<file path="config.mk">
export PLATFORM = sky130hd
export DESIGN_NAME = sec_byte_store
export DESIGN_NICKNAME = d
export VERILOG_FILES = /design/src/rtl/secstore_pkg.sv /design/src/rtl/secstore_encoder.sv /design/src/rtl/secstore_decoder.sv /design/src/rtl/secstore_array.sv /design/src/rtl/sec_byte_store.sv
export SDC_FILE = /design/constraint.sdc
export NUM_CORES = 2
export LEC_CHECK = 0
export BUFFER_PORTS_ARGS = -buffer_cell sky130_fd_sc_hd__buf_2
export CAP_MARGIN = 40
export CORE_ASPECT_RATIO = 1.1
export CORE_MARGIN = 3
export CORE_UTILIZATION = 68
export DETAILED_ROUTE_END_ITERATION = 8
export GPL_TIMING_DRIVEN = 0
export PLACE_DENSITY = 0.81
export SYNTH_ARGS = -nofsm -noshare
export SYNTH_HDL_FRONTEND = slang
export SYNTH_SLANG_ARGS = --single-unit
</file>
<file path="constraint.sdc">
create_clock -name clk -period 7.7 [get_ports clk]
set_input_delay 1.155 -clock clk [delete_from_list [all_inputs] [get_ports clk]]
set_output_delay 1.155 -clock clk [all_outputs]
set_load 0.02 [all_outputs]
</file>
<file path="src/rtl/secstore_pkg.sv">
package secstore_pkg;
    localparam int DATA_W = 32;
    localparam int CHK_W  = 6;
    localparam int CW_W   = DATA_W + CHK_W;
    localparam int LANES  = DATA_W / 8;
    localparam int LANE_W = $clog2(LANES);

    typedef logic [DATA_W-1:0] word_t;
    typedef logic [CW_W-1:0]   code_t;
    typedef logic [CHK_W-1:0]  syn_t;

    typedef enum logic [1:0] {
        ST_IDLE,
        ST_CHECK,
        ST_STORE
    } seq_state_t;

    // true when position p (1-based) holds a check bit
    function automatic bit is_pow2(input int p);
        return (p & (p - 1)) == 0;
    endfunction

    // data bit number carried at non-check position p
    function automatic int data_index(input int p);
        int cnt;
        cnt = 0;
        for (int q = 1; q < p; q++) begin
            if (!is_pow2(q)) cnt++;
        end
        return cnt;
    endfunction

    // 1-based position that carries data bit j
    function automatic int data_pos(input int j);
        int cnt;
        int hit;
        cnt = 0;
        hit = 0;
        for (int p = 1; p <= CW_W; p++) begin
            if (!is_pow2(p)) begin
                if (cnt == j) hit = p;
                cnt++;
            end
        end
        return hit;
    endfunction

    // positions covered by check bit i
    function automatic code_t cover_mask(input int i);
        code_t m;
        m = '0;
        for (int p = 1; p <= CW_W; p++) begin
            m[p-1] = ((p >> i) & 1) != 0;
        end
        return m;
    endfunction
endpackage

</file>
<file path="src/rtl/secstore_encoder.sv">
module secstore_encoder
    import secstore_pkg::*;
(
    input  logic [DATA_W-1:0] data_i,
    output logic [CW_W-1:0]   cw_o
);
    code_t spread;

    // place data bits, leave check positions empty
    for (genvar p = 1; p <= CW_W; p++) begin : g_spread
        if (is_pow2(p)) begin : g_hole
            assign spread[p-1] = 1'b0;
        end else begin : g_bit
            assign spread[p-1] = data_i[data_index(p)];
        end
    end

    // fill each check position with the parity of its cover set
    for (genvar p = 1; p <= CW_W; p++) begin : g_out
        if (is_pow2(p)) begin : g_chk
            assign cw_o[p-1] = ^(spread & cover_mask($clog2(p)));
        end else begin : g_dat
            assign cw_o[p-1] = spread[p-1];
        end
    end
endmodule

</file>
<file path="src/rtl/secstore_decoder.sv">
module secstore_decoder
    import secstore_pkg::*;
(
    input  logic [CW_W-1:0]   cw_i,
    output logic [DATA_W-1:0] data_o,
    output logic              fixed_o,
    output logic              bad_o
);
    localparam syn_t LAST_POS = syn_t'(CW_W);

    syn_t  syn;
    code_t flip;
    code_t repaired;

    for (genvar i = 0; i < CHK_W; i++) begin : g_syn
        assign syn[i] = ^(cw_i & cover_mask(i));
    end

    always_comb begin
        flip    = '0;
        fixed_o = 1'b0;
        bad_o   = 1'b0;
        if (syn != '0) begin
            if (syn <= LAST_POS) begin
                flip    = code_t'(1) << (syn - syn_t'(1));
                fixed_o = 1'b1;
            end else begin
                bad_o = 1'b1;
            end
        end
    end

    assign repaired = cw_i ^ flip;

    for (genvar j = 0; j < DATA_W; j++) begin : g_extract
        assign data_o[j] = repaired[data_pos(j) - 1];
    end
endmodule

</file>
<file path="src/rtl/secstore_array.sv">
module secstore_array
    import secstore_pkg::*;
#(
    parameter  int WORDS = 64,
    localparam int IDX_W = $clog2(WORDS)
) (
    input  logic             clk,
    input  logic             rst_n,
    input  logic [CW_W-1:0]  init_cw,
    input  logic             rd_en,
    input  logic [IDX_W-1:0] rd_idx,
    output logic [CW_W-1:0]  rd_cw,
    input  logic             wr_en,
    input  logic [IDX_W-1:0] wr_idx,
    input  logic [CW_W-1:0]  wr_cw
);
    code_t cells [WORDS];

    always_ff @(posedge clk or negedge rst_n) begin
        if (!rst_n) begin
            for (int w = 0; w < WORDS; w++) begin
                cells[w] <= init_cw;
            end
            rd_cw <= init_cw;
        end else begin
            if (wr_en) cells[wr_idx] <= wr_cw;
            if (rd_en) rd_cw <= cells[rd_idx];
        end
    end
endmodule

</file>
<file path="src/rtl/sec_byte_store.sv">
module sec_byte_store
    import secstore_pkg::*;
#(
    parameter  int WORDS  = 64,
    localparam int IDX_W  = $clog2(WORDS),
    localparam int ADDR_W = IDX_W + LANE_W
) (
    input  logic              clk,
    input  logic              rst_n,
    input  logic              req_valid,
    input  logic              req_write,
    input  logic              req_full,
    input  logic [ADDR_W-1:0] req_addr,
    input  logic [DATA_W-1:0] req_wdata,
    input  logic [CW_W-1:0]   inj_mask,
    output logic              busy,
    output logic              done,
    output logic [7:0]        rd_byte,
    output logic              fix_flag,
    output logic              bad_flag
);
    seq_state_t state, state_nx;

    logic              accept;
    logic              op_write;
    logic [IDX_W-1:0]  op_idx;
    logic [LANE_W-1:0] op_lane;
    logic [7:0]        op_byte;
    code_t             op_mask;
    code_t             wr_q;

    code_t             erased_cw;
    code_t             fetched_cw;
    code_t             enc_out;
    word_t             enc_in;
    word_t             dec_data;
    word_t             merged;
    logic              dec_fix;
    logic              dec_bad;

    assign accept = (state == ST_IDLE) && req_valid;
    assign busy   = (state != ST_IDLE);

    // ---------------------------------------------------------------
    // Sub-blocks
    // ---------------------------------------------------------------
    secstore_encoder u_erase_enc (
        .data_i (word_t'('1)),
        .cw_o   (erased_cw)
    );

    secstore_array #(.WORDS(WORDS)) u_array (
        .clk     (clk),
        .rst_n   (rst_n),
        .init_cw (erased_cw),
        .rd_en   (accept),
        .rd_idx  (req_addr[ADDR_W-1:LANE_W]),
        .rd_cw   (fetched_cw),
        .wr_en   (state == ST_STORE),
        .wr_idx  (op_idx),
        .wr_cw   (wr_q ^ op_mask)
    );

    secstore_decoder u_dec (
        .cw_i    (fetched_cw),
        .data_o  (dec_data),
        .fixed_o (dec_fix),
        .bad_o   (dec_bad)
    );

    always_comb begin
        merged = dec_data;
        merged[{op_lane, 3'b000} +: 8] = op_byte;
    end

    assign enc_in = (state == ST_IDLE) ? req_wdata : merged;

    secstore_encoder u_enc (
        .data_i (enc_in),
        .cw_o   (enc_out)
    );

    // ---------------------------------------------------------------
    // Sequencer
    // ---------------------------------------------------------------
    always_ff @(posedge clk or negedge rst_n) begin
        if (!rst_n) state <= ST_IDLE;
        else        state <= state_nx;
    end

    always_comb begin
        state_nx = state;
        unique case (state)
            ST_IDLE: begin
                if (accept) begin
                    if (req_write && req_full) state_nx = ST_STORE;
                    else                       state_nx = ST_CHECK;
                end
            end
            ST_CHECK: state_nx = op_write ? ST_STORE : ST_IDLE;
            ST_STORE: state_nx = ST_IDLE;
            default:  state_nx = ST_IDLE;
        endcase
    end

    // ---------------------------------------------------------------
    // Request capture and outputs
    // ---------------------------------------------------------------
    always_ff @(posedge clk or negedge rst_n) begin
        if (!rst_n) begin
            op_write <= 1'b0;
            op_idx   <= '0;
            op_lane  <= '0;
            op_byte  <= '0;
            op_mask  <= '0;
            wr_q     <= '0;
            done     <= 1'b0;
            rd_byte  <= '0;
            fix_flag <= 1'b0;
            bad_flag <= 1'b0;
        end else begin
            done <= 1'b0;
            unique case (state)
                ST_IDLE: begin
                    if (accept) begin
                        op_write <= req_write;
                        op_idx   <= req_addr[ADDR_W-1:LANE_W];
                        op_lane  <= req_addr[LANE_W-1:0];
                        op_byte  <= req_wdata[7:0];
                        op_mask  <= inj_mask;
                        if (req_write && req_full) begin
                            wr_q     <= enc_out;
                            fix_flag <= 1'b0;
                            bad_flag <= 1'b0;
                        end
                    end
                end
                ST_CHECK: begin
                    fix_flag <= dec_fix;
                    bad_flag <= dec_bad;
                    if (op_write) begin
                        wr_q <= enc_out;
                    end else begin
                        rd_byte <= dec_data[{op_lane, 3'b000} +: 8];
                        done    <= 1'b1;
                    end
                end
                ST_STORE: done <= 1'b1;
                default: ;
            endcase
        end
    end

    // ---------------------------------------------------------------
    // Assertions
    // ---------------------------------------------------------------
    assert_read_latency_R3: assert property (@(posedge clk) disable iff (!rst_n)
        (state == ST_CHECK && !op_write) |=> (done && state == ST_IDLE));

    assert_byte_write_phase_R6: assert property (@(posedge clk) disable iff (!rst_n)
        (state == ST_CHECK && op_write) |=> (state == ST_STORE && !done));

    assert_store_then_done_R6: assert property (@(posedge clk) disable iff (!rst_n)
        (state == ST_STORE) |=> (done && state == ST_IDLE));

    assert_full_skips_fetch_R7: assert property (@(posedge clk) disable iff (!rst_n)
        (state == ST_IDLE && req_valid && req_write && req_full) |=> (state == ST_STORE));

    assert_busy_ignores_req_R10: assert property (@(posedge clk) disable iff (!rst_n)
        (busy && req_valid) |=> ($stable(op_idx) && $stable(op_mask)));

    assert_done_single_R11: assert property (@(posedge clk) disable iff (!rst_n)
        done |=> !done);
endmodule

</file>
==> reports/results.tsv <==
stage	metric	value	unit
status	status	completed	
power_and_ir_drop	net switching power of the design	23500	uW
synthesis	top flip-flop cell by instance count after synthesis	sky130_fd_sc_hd__dfstp_2	
die	die span in x	399	microns
synthesis	Seq/Total Area, Yosys	0.582	
global_route	Congestion Overflow GR	0	
setup_path	Worst R2R Setup Slack	2.39	ns
clocking	CTS Buf Count	240	
clocking	insertion delay of the later-clocked pin in the worst-skew pair	0.91	ns
power_and_ir_drop	sequential share of power	0.407	
timing	share of the cycle needed by the critical path after routing	0.690	
setup_path	highest fanout seen on the critical path	10	
power_and_ir_drop	LEAKAGE	0.0498	uW
route	antenna-violating nets left	0	
placement	Cells after DPL	12364	
finish	commonest non-fill, non-tap cell in the layout	sky130_fd_sc_hd__dfstp_2	
placement	gpl congestion	1.01	
setup_path	Critical Path, Cell by Cell	buf_2 > xnor3_1 > xnor3_1 > xnor3_1 > nand4_1 > nor2_1 > xor2_1 > o221ai_1 > xnor3_1 > xnor3_1 > xnor2_1 > o21ai_1	
timing	Tightest Pin Transition	1.00	ns
timing	final setup violation count	0	
die	top-level port count	95	
clocking	clock-pin slew of the registers on the worst-case setup and hold paths	0.06	ns
power_and_ir_drop	Combinational Power Share	0.384	
global_route	vias in the first global route	90791	
clocking	Clock Tree Root	sky130_fd_sc_hd__clkbuf_16	
die	die area	175000	sq um
power_and_ir_drop	IR drop worst, VDD	0.563	mV
clocking	post-CTS setup buffers	0	
route	total detailed-routing wirelength	401	mm
setup_path	startpoint type of the worst setup path	flop	
clocking	clock tree from TritonCTS	built	
route	number of DRC violations after detailed-routing iteration 0	11985	
setup_path	required time of the critical path	8.45	ns
synthesis	synthesized netlist net count	9987	
route	post-detailed-route wirelength per cell	31.2	microns
die	num rows	158	
finish	layout overhead on the synthesized area	12.3	%
clocking	clk buf depth	3	
synthesis	instance count of the mapped netlist	9896	
synthesis	library cells used by synthesis	72	
worst_hold_path	Cells on Worst Hold Path	2	
route	count of TritonRoute iterations in the first routing pass	7	
finish	fraction of layout cells with a size suffix above 1	0.362	
global_route	global router's overall resource usage	0.463	
timing	setup TNS	0	ns
synthesis	number of synthesized flops with an enable pin	0	
setup_path	Setup crit end kind	flop	
setup_path	delay of the slowest critical-path stage	0.66	ns
die	Die Ht	438	microns
timing	number of endpoints with negative hold slack in the final report	0	
timing	Slew Limit Fails	0	
finish	commonest cells after routing, fill and taps aside	2210 x sky130_fd_sc_hd__dfstp_2, 1901 x sky130_fd_sc_hd__nor2_1, 1854 x sky130_fd_sc_hd__a21oi_1	
setup_path	data arrival time of the worst path	6.06	ns
timing	unrepaired setup endpoints after global routing	false	
timing	worst clock skew	0.0533	ns
finish	Cell Count, Final, Fillers Out	12847	
global_route	antenna violations before repair	45	
setup_path	Top cell by count, worst path	sky130_fd_sc_hd__xnor3_1	
global_route	largest net degree at the start of global routing	183	
finish	final-layout fill cell count	10054	
setup_path	count of cells along the worst register-to-register path	12	
clocking	Hold-fix buffers, CTS	0	
placement	I/O Buffers	88	
synthesis	async set-or-reset flop fraction in the synthesized netlist	1.00	
worst_hold_path	worst hold path class	reg -> reg	
synthesis	Seq cells post-synth	2576	
synthesis	average cell area after synthesis	11.7	sq um
timing	FMAX	188	MHz
route	via count	88171	
power_and_ir_drop	switching share of total power	0.388	
timing	time the final worst path needs with I/O delays and setup	5.31	ns
power_and_ir_drop	pwr/cell area	467	nW/um^2
power_and_ir_drop	fraction of power consumed by the clock network	0.209	
setup_path	Worst Setup Path Type	reg -> reg	
global_route	wire length of the first global-routing pass	583	mm
route	Residual DRC	0	
finish	net total in the final layout	10469	
placement	half-perimeter wire length after detailed placement	306	mm
flow_run	number of maximum-capacitance violations	0	
route	ratio of routed vias to standard cells	6.86	
power_and_ir_drop	Internal Pwr Total	37100	uW
timing	worst slew slack as a fraction of its limit	0.333	
setup_path	cell with the biggest individual delay on the critical path	sky130_fd_sc_hd__xnor3_1	
clocking	CTS HTree Levels	4	
synthesis	Netlist Area Pre-Place	116000	sq um
die	Initial Utilization	0.685	
synthesis	Synthesis Warnings	0	
die	floorplan core area	169000	sq um
clocking	CTS sink count	2576	
clocking	Post-CTS Resized	0	
## cell usage after synthesis (all sizes together) (3+ instances only)
library cell	count	share of area
a221oi	5	0.00069
xor3	3	0.00064
o31a	5	0.00038
mux4	801	0.16
nor2	1901	0.062
o2111ai	6	0.00045
nand2	701	0.023
o221ai	5	0.00049
a211oi	4	0.00030
nor2b	6	0.00032
nor3	21	0.0010
o21a	3	0.00019
a22oi	5	0.00032
nand3b	4	0.00026
nand2b	6	0.00032
and3	4	0.00022
mux2	104	0.010
or3b	3	0.00023
xnor3	19	0.0037
nand3	15	0.00065
inv	11	0.00036
dfstp	2210	0.50
xnor2	119	0.0093
xor2	36	0.0028
nor4	6	0.00038
ha	8	0.00087
dfrtp	366	0.079
nand4	4	0.00022
o21ai	665	0.029
a21oi	1854	0.080
buf	123	0.0041
clkbuf	839	0.027
## critical path: cells and delay by family (launching register included)
family                 cells  cell delay, ns
AO/OA/AOI/OAI              2            0.64
AND/OR/NAND/NOR            2            0.44
buffers and inverters      1            0.30
XOR/XNOR                   7            3.25
flip-flops                 1            0.53
## per-stage QoR
stage	setup WS, ns	hold WS, ns	total power (uW)	area [sq um]	utilization
after floorplan	3.19	0.445	37300	116000	-
after global placement	-46.96	0.456	44400	119000	0.704
after detailed placement	1.75	0.471	46400	121000	0.718
after CTS	2.58	0.457	59400	130000	0.768
after global routing	2.21	0.492	62700	130000	0.769
final	2.39	0.478	60600	130000	0.769
## logic make-up after synthesis
| kind of cell | count (synthesis) | share of synthesized area |
|---|---|---|
| compound gates | 2568 | 0.113 |
| mux | 906 | 0.166 |
| fa+ha+maj | 8 | 0.000867 |
| xor+xnor | 177 | 0.0165 |
| simple gates | 2686 | 0.0892 |
| flops | 2576 | 0.582 |
| buf+inv | 975 | 0.0318 |
## final timing paths
path	startpoint	end
setup / recovery	u_array.rd_cw[37]$_DFFE_PN1P_	wr_q[0]$_DFFE_PN0P_
hold / removal	u_array.cells[2386]$_DFFE_PN1P_	u_array.cells[2386]$_DFFE_PN1P_
setup reg to reg	u_array.rd_cw[37]$_DFFE_PN1P_	wr_q[0]$_DFFE_PN0P_
hold reg to reg	u_array.cells[2386]$_DFFE_PN1P_	u_array.cells[2386]$_DFFE_PN1P_
max in group asynchronous	rst_n	u_array.cells[2197]$_DFFE_PN0P_
min in group asynchronous	rst_n	u_array.cells[2405]$_DFFE_PN1P_
## registers in the layout, summed over array words and instances, names as in the netlist
signal	flops
u_array.cells	2432
op_mask	38
u_array.rd_cw	38
wr_q	38
op_byte	8
rd_byte	8
op_idx	6
op_lane	2
state	2
bad_flag	1
done	1
fix_flag	1
op_write	1
## power groups by stage
stage	registers, uW	logic [uW]	clock network [uW]
final	24700	23300	12700
after global routing	25100	24400	13200
after CTS	24500	22300	12600
after detailed placement	24500	21900	0
after global placement	24100	20300	0
after floorplan	23400	13900	0
## area by class of cell
cell class	count	area, sq um	area share
flip-flops and latches	2576	67200	0.518
multi-input cells	6345	44900	0.346
clock buffers	351	7080	0.0546
plain buffers	962	3630	0.0280
well taps	2240	2800	0.0216
repair buffers	240	2660	0.0205
clock inverters	100	1320	0.0102
diodes	20	50.0	0.000386
inverters	13	48.8	0.000376
## per-layer routing
metal	GRT usage	share of wire	vias up
met5	0.00725	0.00092	-
met4	0.377	0.099	30
met3	0.132	0.11	1595
met2	0.702	0.46	5640
met1	0.556	0.33	45344
li1	-	-	35562
Power figures use the tool's default switching activity.
